[src/rtl/uart_irq_pkg.sv]
`timescale 1ns/1ps
// Package: flag positions, reset image and clear masks shared by the
// flag unit and its submodules. Bit positions are visible to software.
package uart_irq_pkg;
    localparam int NUM_FLAGS = 7;
    localparam int FL_TXE = 0;   // transmit buffer empty
    localparam int FL_TXD = 1;   // transmission done
    localparam int FL_RX1 = 2;   // receive one byte full
    localparam int FL_RX2 = 3;   // receive two bytes full
    localparam int FL_PAR = 4;   // parity error
    localparam int FL_FRM = 5;   // framing error
    localparam int FL_OVR = 6;   // overrun error

    typedef logic [NUM_FLAGS-1:0] flag_vec_t;

    localparam flag_vec_t RST_FLAGS = flag_vec_t'(1) << FL_TXE;
    localparam flag_vec_t W1C_MASK  = (flag_vec_t'(1) << FL_TXD) | (flag_vec_t'(1) << FL_PAR)
                                    | (flag_vec_t'(1) << FL_FRM) | (flag_vec_t'(1) << FL_OVR);
endpackage

[src/rtl/uart_flag_cell.sv]
`timescale 1ns/1ps
// Module: one status flag bit.
// Assumes set_i and clr_i are already qualified by the caller; set beats
// clear, soft reset beats both, rst_n is synchronous and active low.
module uart_flag_cell #(
    parameter bit RST_VAL = 1'b0
) (
    input  logic clk,
    input  logic rst_n,
    input  logic soft_rst,
    input  logic set_i,
    input  logic clr_i,
    output logic q_o
);
    // Flag storage with reset, set-priority and clear.
    always_ff @(posedge clk) begin
        if (!rst_n || soft_rst) q_o <= RST_VAL;
        else if (set_i)         q_o <= 1'b1;
        else if (clr_i)         q_o <= 1'b0;
    end

    // a set request always leaves the flag at 1
    a_r9_set_wins: assert property (@(posedge clk) disable iff (!rst_n)
        (set_i && !soft_rst) |=> q_o);
    // software reset restores the reset value
    a_r10_soft_reset: assert property (@(posedge clk) disable iff (!rst_n)
        soft_rst |=> (q_o == RST_VAL));
endmodule

[src/rtl/uart_flag_clear.sv]
`timescale 1ns/1ps
// Module: builds the per-flag clear vector from the bus-side strobes.
// Assumes each strobe is a single-cycle pulse; purely combinational.
module uart_flag_clear
    import uart_irq_pkg::*;
(
    input  logic      wr_clr,
    input  flag_vec_t wr_data,
    input  logic      rx_rd,
    input  logic      rx_rd_last,
    input  logic      rx_rd_perr,
    input  logic      rx_rd_ferr,
    input  logic      tx_wr,
    output flag_vec_t clr_o
);
    flag_vec_t w1c;

    // Write-one-to-clear applies only to the flags in the mask.
    always_comb w1c = wr_clr ? (wr_data & W1C_MASK) : '0;

    // Merge every clear source into one vector.
    always_comb begin
        clr_o = w1c;
        clr_o[FL_TXE] = tx_wr;
        clr_o[FL_RX2] = rx_rd;
        clr_o[FL_RX1] = rx_rd && rx_rd_last;
        clr_o[FL_PAR] = w1c[FL_PAR] || (rx_rd && rx_rd_perr);
        clr_o[FL_FRM] = w1c[FL_FRM] || (rx_rd && rx_rd_ferr);
    end
endmodule

[src/rtl/uart_irq_combine.sv]
`timescale 1ns/1ps
// Module: masks flags onto the interrupt line and taps the DMA requests.
// Assumes flags come straight from registers; purely combinational.
module uart_irq_combine
    import uart_irq_pkg::*;
(
    input  flag_vec_t flags_i,
    input  flag_vec_t en_i,
    output logic      irq_o,
    output logic      dma_rx_o,
    output logic      dma_tx_o
);
    // OR of the enabled flags.
    always_comb irq_o = |(flags_i & en_i);
    // DMA lines follow their source flags.
    always_comb begin
        dma_rx_o = flags_i[FL_RX1];
        dma_tx_o = flags_i[FL_TXE];
    end
endmodule

[src/rtl/uart_evt_flags.sv]
`timescale 1ns/1ps
// Module: UART status flag, interrupt and DMA request unit (top).
// Assumes event and strobe inputs are single-cycle pulses synchronous to
// clk. Flags update one edge after their cause; irq and DMA are combinational.
module uart_evt_flags
    import uart_irq_pkg::*;
(
    input  logic                 clk,
    input  logic                 rst_n,
    input  logic                 soft_rst,
    input  logic                 ev_tx_done,
    input  logic                 ev_tx_empty,
    input  logic                 ev_rx_one,
    input  logic                 ev_rx_two,
    input  logic                 ev_par_err,
    input  logic                 ev_frm_err,
    input  logic                 ev_ovr_err,
    input  logic                 wr_clr,
    input  logic [NUM_FLAGS-1:0] wr_data,
    input  logic                 rx_rd,
    input  logic                 rx_rd_last,
    input  logic                 rx_rd_perr,
    input  logic                 rx_rd_ferr,
    input  logic                 tx_wr,
    input  logic [NUM_FLAGS-1:0] irq_en,
    output logic [NUM_FLAGS-1:0] flags,
    output logic                 irq,
    output logic                 dma_rx_req,
    output logic                 dma_tx_req
);
    flag_vec_t set_v;
    flag_vec_t clr_v;

    // Collect set events; transmit-done is gated by the current empty flag.
    always_comb begin
        set_v         = '0;
        set_v[FL_TXE] = ev_tx_empty;
        set_v[FL_TXD] = ev_tx_done && flags[FL_TXE];
        set_v[FL_RX1] = ev_rx_one;
        set_v[FL_RX2] = ev_rx_two;
        set_v[FL_PAR] = ev_par_err;
        set_v[FL_FRM] = ev_frm_err;
        set_v[FL_OVR] = ev_ovr_err;
    end

    uart_flag_clear u_clear (
        .wr_clr     (wr_clr),
        .wr_data    (wr_data),
        .rx_rd      (rx_rd),
        .rx_rd_last (rx_rd_last),
        .rx_rd_perr (rx_rd_perr),
        .rx_rd_ferr (rx_rd_ferr),
        .tx_wr      (tx_wr),
        .clr_o      (clr_v)
    );

    for (genvar i = 0; i < NUM_FLAGS; i++) begin : g_flag
        uart_flag_cell #(.RST_VAL(RST_FLAGS[i])) u_cell (
            .clk      (clk),
            .rst_n    (rst_n),
            .soft_rst (soft_rst),
            .set_i    (set_v[i]),
            .clr_i    (clr_v[i]),
            .q_o      (flags[i])
        );
    end

    uart_irq_combine u_comb (
        .flags_i  (flags),
        .en_i     (irq_en),
        .irq_o    (irq),
        .dma_rx_o (dma_rx_req),
        .dma_tx_o (dma_tx_req)
    );

    // transmit-done cannot rise while the transmit buffer is not empty
    a_r3_done_needs_empty: assert property (@(posedge clk) disable iff (!rst_n)
        (!soft_rst && ev_tx_done && !flags[FL_TXE] && !flags[FL_TXD]) |=> !flags[FL_TXD]);
    // a write of all zeros with no other activity changes nothing
    a_r4_zero_write_inert: assert property (@(posedge clk) disable iff (!rst_n)
        (wr_clr && wr_data == '0 && !soft_rst && !rx_rd && !tx_wr && !ev_tx_done
         && !ev_tx_empty && !ev_rx_one && !ev_rx_two && !ev_par_err && !ev_frm_err
         && !ev_ovr_err) |=> $stable(flags));
    // a read that empties the buffer drops the one-byte-full flag
    a_r7_last_read_clears: assert property (@(posedge clk) disable iff (!rst_n)
        (rx_rd && rx_rd_last && !ev_rx_one && !soft_rst) |=> !flags[FL_RX1]);
    // a transmit write drops the empty flag unless it is set again
    a_r8_tx_write_clears: assert property (@(posedge clk) disable iff (!rst_n)
        (tx_wr && !ev_tx_empty && !soft_rst) |=> !flags[FL_TXE]);
    // with nothing enabled the interrupt line stays low
    a_r11_masked_quiet: assert property (@(posedge clk) disable iff (!rst_n)
        (irq_en == '0) |-> !irq);
    // a receive DMA request only rises after a one-byte-full event
    a_r12_rx_dma_cause: assert property (@(posedge clk) disable iff (!rst_n)
        $rose(dma_rx_req) |-> $past(ev_rx_one));
endmodule

[config.mk]
export PLATFORM = sky130hd
export DESIGN_NAME = uart_evt_flags
export DESIGN_NICKNAME = d
export VERILOG_FILES = /design/src/rtl/uart_irq_pkg.sv /design/src/rtl/uart_flag_cell.sv /design/src/rtl/uart_flag_clear.sv /design/src/rtl/uart_irq_combine.sv /design/src/rtl/uart_evt_flags.sv
export SDC_FILE = /design/constraint.sdc
export NUM_CORES = 1
export LEC_CHECK = 0
export BUFFER_PORTS_ARGS = -buffer_cell sky130_fd_sc_hd__buf_4
export CAP_MARGIN = 20
export CORE_AREA = 5 5 42 44
export DETAILED_ROUTE_END_ITERATION = 10
export DIE_AREA = 0 0 47 49
export GPL_TIMING_DRIVEN = 0
export HOLD_SLACK_MARGIN = 0.03
export PLACE_DENSITY = 0.68
export SLEW_MARGIN = 30
export SYNTH_ARGS = -nofsm -noshare
export SYNTH_HDL_FRONTEND = slang
export SYNTH_SLANG_ARGS = --single-unit
[constraint.sdc]
create_clock -name clk -period 2.5 [get_ports clk]
set_clock_uncertainty 0.05 [all_clocks]
set_input_delay 0.125 -clock clk [delete_from_list [all_inputs] [get_ports clk]]
set_output_delay 0.125 -clock clk [all_outputs]
set_load 0.02 [all_outputs]
Word level (Yosys, flattened, before mapping). Index checks and enable logic that the tools add are counted.

Input bits: 30. Flip-flop bits (word level): 7. Word-level logic and storage cells: 37.

Bitwise operators: 1. Reduce and logical (&&, ||, !) cells: 16. Muxes and demuxes: 13.

Operators with widths (number): 2-to-1 mux 1 bit (12); nonzero test 2 bit (6); AND 7 bit (1); 2-to-1 mux 7 bit (1); OR reduction 7 bit (1); logical AND 1 bit (4); logical OR 1 bit (3); OR reduction 2 bit (1); zero test 1 bit (1).

Depth between registers and ports, before layout. Gate-level depths: netlist of run 1.

Depth in word-level cells: 4. Mapped depth: 2.

Cells and area by module. Synthesis of run 1 repeated with hierarchy kept, for this count alone.

Cell total of the unflattened synthesis: 42. Area total of the unflattened synthesis: 380.4 µm².

Modules (own cells, without submodules): uart_flag_cell at g_flag[1].u_cell ... (area an instance 40.0 µm², seq. area each 20.0 µm², cells an instance 4, times used 6); uart_flag_clear (area an instance 53.8 µm², seq. area each 0.0 µm², cells an instance 7, times used 1); uart_irq_combine (area an instance 45.0 µm², seq. area each 0.0 µm², cells an instance 6, times used 1); uart_flag_cell at g_flag[0].u_cell (area an instance 35.0 µm², seq. area each 20.0 µm², cells an instance 4, times used 1); uart_evt_flags (area an instance 6.3 µm², seq. area each 0.0 µm², cells an instance 1, times used 1).

Worst setup path after synthesis of run 1. OpenSTA, ideal clock, no wires.

Kind: reg-to-output. Start point: register g_flag[3].u_cell.q_o. End point: output port irq. Arrival time: 822 ps. Path buffers: 0. Slack: 1503 ps. Data required time: 2325 ps. Stages on the path, launching flop included: 3. Path through: dfxtp_1 > a222oi_1 > nand3_1.

Word-level cells in the longest chain between the ends: 2.

RTL lines: start: declaration (line uart_flag_cell.sv:13) `output logic q_o`; start signal: assignment (line uart_flag_cell.sv:17) `if (!rst_n || soft_rst) q_o <= RST_VAL;`; start signal: assignment (line uart_flag_cell.sv:18) `else if (set_i) q_o <= 1'b1;`; start signal: assignment (line uart_flag_cell.sv:19) `else if (clr_i) q_o <= 1'b0;`; AND 7 bit (line uart_irq_combine.sv:14) `always_comb irq_o = |(flags_i & en_i);`; OR reduction 7 bit (line uart_irq_combine.sv:14); end: declaration (line uart_evt_flags.sv:27) `output logic irq,`.

No other way between the ends.

Worst setup path after layout of run 1. Same ends and word-level chain as after synthesis.

==> impl_metrics.csv, run 1 <==
group,metric,value,unit
setup_path,crit_path_start_kind,"flip-flop",
synth,synthDistinctLibCells,17,
clock_tree,worstSkewPairLatency,0.26,ns
worst_hold_path,holdPathStages,2,
route,wl_met3,181,um
pwr,p_per_area,425,nW/um2
pwr,p_leak,0.376,nW
global_route,grt_pass1_wl,1.71,mm
setup_path,critPathMaxFanout,3,
timing,rsz0062_at_grt,"no",
worst_hold_path,min_from,"ev_ovr_err",
route,route.detailed.drc,0,
route,drt-vias-per-instance,4.50,
floorplanning,die_height,49,um
setup_path,cp_cell_sequence,"a222oi_1 > nand3_1 > buf_4",
clock_tree,cts_buffers,3,
synth,ys.flop_type,"dfxtp_1",
setup_path,critPathMaxStageDelay,0.35,ns
setup_path,crit_required,2.33,ns
pwr,p_comb_share,27.2,%
pwr,clock_power_share,34.1,%
final_layout,antenna_cells,0,
setup_path,reg2reg_setup_slack,1.55,ns
timing,worstMarginPinSlew,0.321,ns
place,dpl.cell_count,91,
pwr,p_seq_share,38.7,%
global_route,track_usage,10.5,%
clock_tree,clock-sinks,7,
synth,synth_area_per_cell,9.95,um2
route,totalWireLength,1.14,mm
setup_path,criticalPathCategory,"reg -> out",
final_layout,area_delta_synth_final,89.4,%
synth,yosysWarningCount,0,
synth,synth_top_area_share,36.1,%
floorplanning,row_count,14,
route,highest_layer,"met4",
setup_path,worstReg2RegStart,"g_flag[4].u_cell.q_o",
synth,synth_area_leaders,"dfxtp_1 (36%), buf_4 (14%), a221oi_2 (7.7%)",
route,wl_met2,472,um
timing,min_period,1.39,ns
setup_path,cp.arrival,1.21,ns
place,postPlaceCellArea,678,um2
job,cap_viol_max_count,0,
clock_tree,ctsLongestPathBuffers,2,
final_layout,nNetsFinal,113,
pwr,swShare,25.4,%
route,first_pass_iters,4,
floorplanning,start_util,27.7,%
final_layout,layout-drive-gt1-share,63.4,%
synth,synth-seq-area-share,36.1,%
final_layout,largest_register_ffs,7,
place,dp_hpwl,908,um
route,drt_iter0_drc,8,
synth,netlist_top_cells_count,"buf_4 (7), dfxtp_1 (7), inv_1 (4)",
synth,synth-edff-count,0,
route,wire_per_inst,11.6,um
run_status,status,"finished, final reports clean",
timing,fin_setup_tns,0,ns
synth,synthCells,39,
final_layout,fin_cells,98,
global_route,grt_start_max_net_pins,8,
synth,netlist_area,388,um2
final_layout,final_cell_area,734,um2
global_route,grt_pass1_vias,437,
global_route,grt_overflow,0,
clock_tree,h-tree-depth,1,
timing,final_max_slew_viol_count,0,
setup_path,reg2reg_depth,2,
clock_tree,clk_pin_slew,0.06,ns
worst_hold_path,whs_endpoint,"g_flag[6].u_cell.q_o",
timing,finalHoldViolations,0,
synth,yosys_register_bits,7,
synth,synth_nets,69,
synth,synth_top_area_cell,"dfxtp_1",
pwr,intPower,233,uW
floorplanning,io_pins,40,
setup_path,cp_slowest_cell,"a222oi_1",
setup_path,endpoint_kind,"primary output",
worst_hold_path,hold_class,"in -> reg",
floorplanning,die_w,47,um
setup_path,crit_family,"compound AO/OA/AOI/OAI gates",
synth,synthArstFlopShare,0,%
final_layout,largestRegisters,"g_flag.u_cell.q_o (7)",
global_route,antenna_found_initial,0,
route,drtAntennaViolNets,0,
pwr,peakVddDrop,0.278,mV
pwr,p_sw,79.2,uW
timing,setup_viol,0,
route,m1WireLength,454,um
final_layout,largest-register,"g_flag.u_cell.q_o",
timing,slew_headroom,78.6,%
setup_path,critPathBufInv,1,
clock_tree,ctsResizeCount,0,
route,vias,441,
place,finalWeightedCongestion,0.694,
clock_tree,root_buffer,"clkbuf_4",
clock_tree,cts_tree,"yes",
setup_path,r2r-end,"g_flag[4].u_cell.q_o",
timing,min_period_over_period,55.5,%
floorplanning,dieArea,2300,um2
timing,holdWs,0.0396,ns
floorplanning,core_area,1400,um2
timing,max_freq,720,MHz
place,io_buffers,36,
## power by group through the flow
stage | Clock (mW) | Combinational (mW) | Sequential [mW]
finish | 0.106 | 0.0849 | 0.121
global route | 0.115 | 0.0913 | 0.121
CTS | 0.109 | 0.0858 | 0.121
detailed placement | 0 | 0.0819 | 0.123
global placement | 0 | 0.0808 | 0.123
floorplan | 0 | 0.0330 | 0.124
## area by class of cell
class / count / area [um2]
plain buffers: 7 / 52.6
clock buffers: 4 / 26.3
fillers: 141 / 667
inverters: 4 / 15.0
multi-input cells: 21 / 180
flip-flops and latches: 7 / 140
well taps: 16 / 20.0
repair buffers: 39 / 300
## routing by layer
| layer | up-vias | GRT usage (%) |
|---|---|---|
| met4 | 0 | 8.29 |
| met3 | 4 | 3.69 |
| met5 | - | 0 |
| met1 | 185 | 11.9 |
| met2 | 31 | 15.2 |
| li1 | 221 | - |
## per-stage QoR
step	total power [mW]	util, %	setup slack [ns]
3_5_place_dp	0.205	48.4	1.37
5_1_grt	0.327	52.4	1.05
3_3_place_gp	0.204	48.4	1.36
2_1_floorplan	0.157	-	1.50
6_report	0.312	52.4	1.11
4_1_cts	0.315	52.4	1.09
## cells in the final DEF (no fill, tap or decap)
cell / instances
buf_4: 43
dfxtp_1: 7
inv_1: 4
clkbuf_4: 3
dlygate4sd3_1: 3
a22oi_1: 2
a21bo_1: 2
nor2b_1: 2
a221oi_2: 2
a21oi_1: 2
a21boi_0: 2
o21ba_2: 2
a222oi_1: 1
nand3_1: 1
nand2b_4: 1
nand2_1: 1
a21bo_2: 1
nand2b_1: 1
a211o_1: 1
clkbuf_1: 1
## repair_timing
item	4_1_cts	5_1_grt
hold endpoints to repair	3	0
hold buffers	3	0
buffers inserted	0	0
setup endpoints to repair	0	0
## worst max-delay path by stage
| stage | start | endpoint | slack, ns | cells after the start |
|---|---|---|---|---|
| 5_1_grt | g_flag[3].u_cell.q_o | irq | 1.05 | 3 |
| 3_3_place_gp | g_flag[3].u_cell.q_o | irq | 1.36 | 3 |
| 2_1_floorplan | g_flag[3].u_cell.q_o | irq | 1.50 | 2 |
| 4_1_cts | g_flag[3].u_cell.q_o | irq | 1.09 | 3 |
| 3_5_place_dp | g_flag[3].u_cell.q_o | irq | 1.37 | 3 |
| 6_report | g_flag[3].u_cell.q_o | irq | 1.11 | 3 |
## logic make-up (layout without fill, tap and decap cells)
kind of cell | after synthesis | count (layout) | synth area share, %
AOI/OAI and AO/OA | 15 | 15 | 35.8
buffers and inverters | 11 | 54 | 17.4
DFF | 7 | 7 | 36.1
and+or+nand+nor | 6 | 6 | 10.6
(Power assumes the default switching activity.)
==> run 2: changes to the inputs <==
Settings changed: ABC_AREA from default to 1.
Clock period 2.5 ns to 1.2 ns, I/O delays scaled along.
==> impl_metrics.csv, run 2 <==
group,metric,value,unit
clock_tree,post_cts_buffers,0,
synth,synth_top_area_share,39.2,%
synth,synth_xor_area_share,0,%
route,first_pass_iters,3,
synth,synth_top_family_by_area,"simple AND/OR/NAND/NOR gates",
job,cap_viol_max_count,0,
global_route,track_usage,12.0,%
synth,synth_nets,84,
final_layout,nNetsFinal,134,
synth,muxShareOfSynthArea,0,%
timing,rsz0062_at_grt,"no",
route,drt_iter0_drc,2,
setup_path,criticalPathCategory,"reg -> out",
timing,final_max_slew_viol_count,0,
worst_hold_path,hold_class,"in -> reg",
clock_tree,ctsLongestPathBuffers,2,
clock_tree,worstSkewPairLatency,0.25,ns
synth,synthAdderAreaFrac,0,%
synth,synthDistinctLibCells,9,
global_route,grt_pass1_vias,470,
timing,min_period,1.11,ns
route,totalWireLength,1.16,mm
clock_tree,clk_pin_slew,0.05,ns
synth,synth.most_common_cell,"nand2_1",
timing,min_period_over_period,92.8,%
floorplanning,die_w,47,um
setup_path,crit_required,1.09,ns
final_layout,fin_cells,119,
setup_path,endpoint_kind,"primary output",
timing,setup_viol,0,
setup_path,critPathMaxFanout,4,
timing,finalHoldViolations,0,
global_route,grt_overflow,0,
final_layout,final_cell_mix,"buf_4 (43), nand2_1 (19), dlygate4sd3_1 (9)",
synth,synth_top_area_cell,"dfxtp_1",
setup_path,critPathBufInv,1,
setup_path,crit_path_start_kind,"flip-flop",
global_route,grt_pass1_wl,1.91,mm
place,finalWeightedCongestion,0.673,
final_layout,layout-drive-gt1-share,47.6,%
synth,yosysWarningCount,0,
run_status,status,"finished, final reports clean",
synth,ys.flop_type,"dfxtp_1",
synth,netlist_area,358,um2
timing,worstMarginPinSlew,0.151,ns
clock_tree,cts_buffers,3,
synth,synthCells,54,
floorplanning,start_util,25.5,%
setup_path,cp_slowest_cell,"dfxtp_2",
route,drt-vias-per-instance,4.12,
synth,netlist_top_cells_count,"nand2_1 (19), a21oi_1 (7), buf_4 (7), dfxtp_1 (7)",
place,dp_hpwl,874,um
place,dpl.cell_count,106,
pwr,peakVddDrop,0.569,mV
timing,max_freq,898,MHz
setup_path,cp_cell_sequence,"nand2_1 > nand2_1 > a21oi_1 > nand2_1 > buf_4",
floorplanning,io_pins,40,
setup_path,crit_top_cell,"nand2_1",
synth,synth_area_leaders,"dfxtp_1 (39%), nand2_1 (20%), buf_4 (15%)",
final_layout,largest-register,"g_flag.u_cell.q_o",
synth,yosys.area_share.simple,29.7,%
route,drtAntennaViolNets,0,
synth,synth_area_per_cell,6.63,um2
final_layout,largest_register_ffs,7,
synth,synth-seq-area-share,39.2,%
global_route,grt_start_max_net_pins,8,
final_layout,largestRegisters,"g_flag.u_cell.q_o (7)",
route,route.detailed.drc,0,
final_layout,final_common_cell,"buf_4",
clock_tree,root_buffer,"clkbuf_4",
floorplanning,row_count,14,
pwr,finalPower,655,uW
timing,slew_headroom,89.9,%
worst_hold_path,min_from,"rx_rd_ferr",
synth,synth-compound-area-share,11.2,%
floorplanning,core_area,1400,um2
final_layout,antenna_cells,0,
timing,fin_setup_tns,0,ns
clock_tree,cts_tree,"yes",
final_layout,area_delta_synth_final,114,%
route,wire_per_inst,9.74,um
synth,synth-edff-count,0,
setup_path,critPathMaxStageDelay,0.33,ns
setup_path,crit_path_start,"g_flag[2].u_cell.q_o",
floorplanning,die_height,49,um
floorplanning,dieArea,2300,um2
pwr,p_per_area,853,nW/um2
setup_path,crit_family,"flip-flops",
synth,yosys_register_bits,7,
setup_path,worstReg2RegStart,"g_flag[2].u_cell.q_o",
place,io_buffers,36,
clock_tree,h-tree-depth,1,
pwr,p_leak,0.425,nW
global_route,antenna_found_initial,0,
clock_tree,clock-sinks,7,
route,vias,490,
synth,synthArstFlopShare,0,%
setup_path,cp.arrival,1.00,ns
==> run 2: cell count changes in the layout (fill, tap and decap cells not counted), sizes merged, moves of 3 or more <==
cell,delta
nand2,+19
dlygate4sd3,+6
a21oi,+5
nor2,+5
a21bo,-3
==> run 2: tightest hold or removal path, stage by stage <==
cell,delay (ns)
buf_4,0.07
nand2_1,0.04
nand3_1,0.06
a21oi_1,0.05
==> run 2: what timing repair did <==
| item | CTS | global route |
|---|---|---|
| endpoints found under the setup margin | 0 | 1 |
| gates resized for setup | 0 | 2 |
| endpoints found under the hold margin | 7 | 0 |
| hold buffers | 9 | 0 |
==> run 2: worst paths after layout <==
| kind | slack, ns | depth (start not counted) | endpoint |
|---|---|---|---|
| setup / recovery | 0.09 | 5 | irq |
| hold / removal | 0.03 | 4 | g_flag[5].u_cell.q_o |
| hold reg to reg | 0.44 | 2 | g_flag[0].u_cell.q_o |
| setup reg to reg | 0.53 | 2 | g_flag[2].u_cell.q_o |
==> run 2: layout make-up <==
type / count / area (um2)
Fill cell: 157 / 634
Timing Repair Buffer: 45 / 360
Multi-Input combinational cell: 35 / 146
Sequential cell: 7 / 143
Buffer: 7 / 52.6
Clock buffer: 4 / 26.3
Tap cell: 16 / 20.0
Inverter: 5 / 18.8
==> run 2: kinds of logic (layout without fill, tap and decap cells) <==
logic type / Yosys count / after routing
flip-flops: 7 / 7
AO/OA/AOI/OAI: 8 / 8
AND/OR/NAND/NOR: 27 / 27
buffers and inverters: 12 / 61
==> run 2: layer usage <==
metal	track usage [%]	wire [um]	up-vias
met5	0	0	-
met4	5.53	17	0
met3	8.12	137	2
met2	19.5	620	21
met1	11.1	382	208
li1	-	-	259
==> run 2: where the power goes <==
part | total (mW) | switching, mW | internal, mW
clock | 0.218 | 0.0912 | 0.127
sequential | 0.252 | 0.00803 | 0.244
combinational | 0.184 | 0.0668 | 0.118
total | 0.655 | 0.166 | 0.489
==> run 2: through the flow <==
| stage | area, um2 | hold WS, ns | util (%) | worst slack (ns) |
|---|---|---|---|---|
| after CTS | 764 | 0.0313 | 54.6 | 0.0663 |
| after detailed placement | 648 | 0.194 | 46.3 | 0.342 |
| final | 767 | 0.0296 | 54.7 | 0.0861 |
| after global routing | 767 | 0.0490 | 54.7 | 0.00489 |
| after global placement | 648 | 0.180 | 46.3 | 0.335 |
| after floorplan | 358 | 0.0959 | - | 0.295 |
==> run 3: changes to the inputs <==
Settings changed: CORE_AREA 5 5 42 44 to default, CORE_MARGIN from default to 5, CORE_UTILIZATION from default to 30, DIE_AREA 0 0 47 49 to default, SYNTH_HIERARCHICAL from default to 1.
==> impl_metrics.csv, run 3 <==
group,metric,value,unit
floorplanning,start_util,31.3,%
floorplanning,io_pins,40,
final_layout,largest-register,"g_flag.u_cell/q_o",
global_route,busiest_layer,"met2",
final_layout,final_cell_mix,"buf_4 (39), nand2_1 (34), inv_1 (26)",
final_layout,nNetsFinal,158,
floorplanning,row_count,14,
setup_path,reg2reg_setup_slack,0.42,ns
synth,synth-seq-area-share,30.0,%
final_layout,antenna_cells,0,
route,drtAntennaViolNets,0,
setup_path,r2r-end,"g_flag[1].u_cell/q_o",
final_layout,layout-drive-gt1-share,39.4,%
synth,synth-edff-count,0,
clock_tree,root_buffer,"clkbuf_4",
setup_path,critPathMaxFanout,5,
clock_tree,ctsLongestPathBuffers,2,
final_layout,fillCellCount,169,
synth,netlist_area,467,um2
floorplanning,die_height,49.4,um
timing,fin_setup_tns,0,ns
synth,netlist_top_cells_count,"nand2_1 (34), inv_1 (26), dfxtp_1 (7), a21oi_2 (6), buf_4 (4)",
floorplanning,core_area,1490,um2
global_route,use_met2,17.8,%
worst_hold_path,whs_endpoint,"g_flag[0].u_cell/q_o",
global_route,met1_usage,11.8,%
synth,synthDistinctLibCells,8,
worst_hold_path,holdPathStages,4,
clock_tree,clk_pin_slew,0.05,ns
final_layout,area_delta_synth_final,81.8,%
worst_hold_path,hold_class,"in -> reg",
synth,synthCells,81,
setup_path,reg2reg_depth,4,
synth,synth_nets,111,
setup_path,criticalPathCategory,"reg -> out",
synth,synth_top_area_share,30.0,%
timing,max_freq,909,MHz
place,io_buffers,35,
pwr,peakVddDrop,0.449,mV
synth,synth_area_per_cell,5.76,um2
route,vias,568,
setup_path,cp.arrival,0.99,ns
route,first_pass_iters,4,
setup_path,cp_slowest_cell,"dfxtp_1",
setup_path,critPathMaxStageDelay,0.34,ns
clock_tree,h-tree-depth,1,
run_status,status,"finished, final reports clean",
synth,yosysWarningCount,6,
setup_path,crit_path_start_kind,"flip-flop",
final_layout,largest_register_ffs,7,
job,cap_viol_max_count,0,
synth,ys.flop_type,"dfxtp_1",
pwr,p_leak,0.526,nW
synth,synth_top_area_cell,"dfxtp_1",
floorplanning,die_w,49.4,um
clock_tree,post_cts_buffers,0,
global_route,grt_pass1_vias,510,
final_layout,largestRegisters,"g_flag.u_cell/q_o (7)",
global_route,gr-usage-met3,5.20,%
synth,synth.most_common_cell,"nand2_1",
place,dp_hpwl,1.05,mm
synth,synth_area_leaders,"dfxtp_1 (30%), nand2_1 (27%), inv_1 (21%)",
floorplanning,dieArea,2440,um2
route,wire_per_inst,8.97,um
worst_hold_path,min_from,"tx_wr",
global_route,track_usage,10.6,%
timing,slew_headroom,90.1,%
synth,yosys_register_bits,7,
final_layout,final_common_cell,"buf_4",
setup_path,endpoint_kind,"primary output",
global_route,grt_overflow,0,
global_route,antenna_found_initial,0,
clock_tree,cts_tree,"yes",
setup_path,cp_cell_sequence,"nand2_1 > nand2_1 > nor2_1 > nand2_1 > buf_4",
route,drt_iter0_drc,2,
place,finalWeightedCongestion,0.678,
timing,setup_viol,0,
route,route.detailed.drc,0,
timing,rsz0062_at_grt,"no",
synth,synthArstFlopShare,0,%
global_route,grt_start_max_net_pins,8,
setup_path,crit_required,1.09,ns
route,drt-vias-per-instance,3.97,
setup_path,crit_family,"flip-flops",
clock_tree,cts_buffers,3,
pwr,p_per_area,782,nW/um2
clock_tree,clock-sinks,7,
timing,min_period_over_period,91.7,%
setup_path,crit_top_cell,"nand2_1",
route,totalWireLength,1.28,mm
clock_tree,worstSkewPairLatency,0.24,ns
timing,final_max_slew_viol_count,0,
timing,worstMarginPinSlew,0.149,ns
setup_path,critPathBufInv,1,
global_route,grt_pass1_wl,2.07,mm
timing,holdWs,0.0281,ns
setup_path,worstReg2RegStart,"g_flag[0].u_cell/q_o",
timing,finalHoldViolations,0,
timing,min_period,1.10,ns
-- run 3: cells by family (layout without fill, tap and decap cells) --
logic type / count (synthesis) / in the layout / synth area share [%]
AO/OA/AOI/OAI: 6 / 6 / 11.3
buffers and inverters: 30 / 76 / 27.3
flip-flops: 7 / 7 / 30.0
AND/OR/NAND/NOR: 38 / 38 / 31.4
-- run 3: cell type report --
cell class                      instances  area (um2)  share of cell area (%)
Timing Repair Buffer                   42         333                    39.2
Clock buffer                            4        26.3                    3.10
Sequential cell                         7         140                    16.5
Tap cell                               16        20.0                    2.36
Multi-Input combinational cell         44         201                    23.7
Buffer                                  4        30.0                    3.54
Inverter                               26        97.6                    11.5
-- run 3: metrics by stage --
step | cell area [um2] | instances | util [%] | total power, mW | worst slack, ns
after global routing | 848 | 143 | 57.0 | 0.707 | 0.00615
after global placement | 749 | 132 | 50.3 | 0.439 | 0.335
after floorplan | 467 | 81 | - | 0.338 | 0.294
final | 848 | 143 | 57.0 | 0.663 | 0.0999
after CTS | 846 | 143 | 56.8 | 0.668 | 0.0819
after detailed placement | 749 | 132 | 50.3 | 0.442 | 0.346
-- run 3: worst min-delay path, stage by stage --
cell     delay (ns)
buf_4          0.07
inv_1          0.03
nand2_1        0.04
nand3_1        0.06
-- run 3: where the power goes --
part           switching (mW)  total (mW)  internal, mW  leakage [nW]
clock network          0.0820       0.209         0.127        0.0150
logic                  0.0850       0.202         0.117         0.454
registers             0.00894       0.252         0.243        0.0575
-- run 3: how the worst max path moves through the flow --
stage	startpoint	endpoint	slack, ns	cells after the start
final	g_flag[0].u_cell/q_o	irq	0.1	5
after global routing	g_flag[5].u_cell/q_o	irq	0.006	5
after CTS	g_flag[5].u_cell/q_o	irq	0.08	5
after detailed placement	g_flag[1].u_cell/q_o	irq	0.35	5
after global placement	g_flag[5].u_cell/q_o	irq	0.33	5
after floorplan	g_flag[0].u_cell/q_o	irq	0.29	4
-- run 3: repair_timing --
action                                  CTS  global route
endpoints found under the setup margin    0             1
hold buffers                              7             0
endpoints found under the hold margin     6             0
gates resized for setup                   0             1
-- run 3: routing by layer --
layer / vias up / part of all wire [%] / routed length [um]
li1: 312 / - / -
met1: 229 / 43 / 556
met2: 27 / 46 / 593
met3: 0 / 10 / 132
met4: 0 / 0 / 0
met5: - / 0 / 0
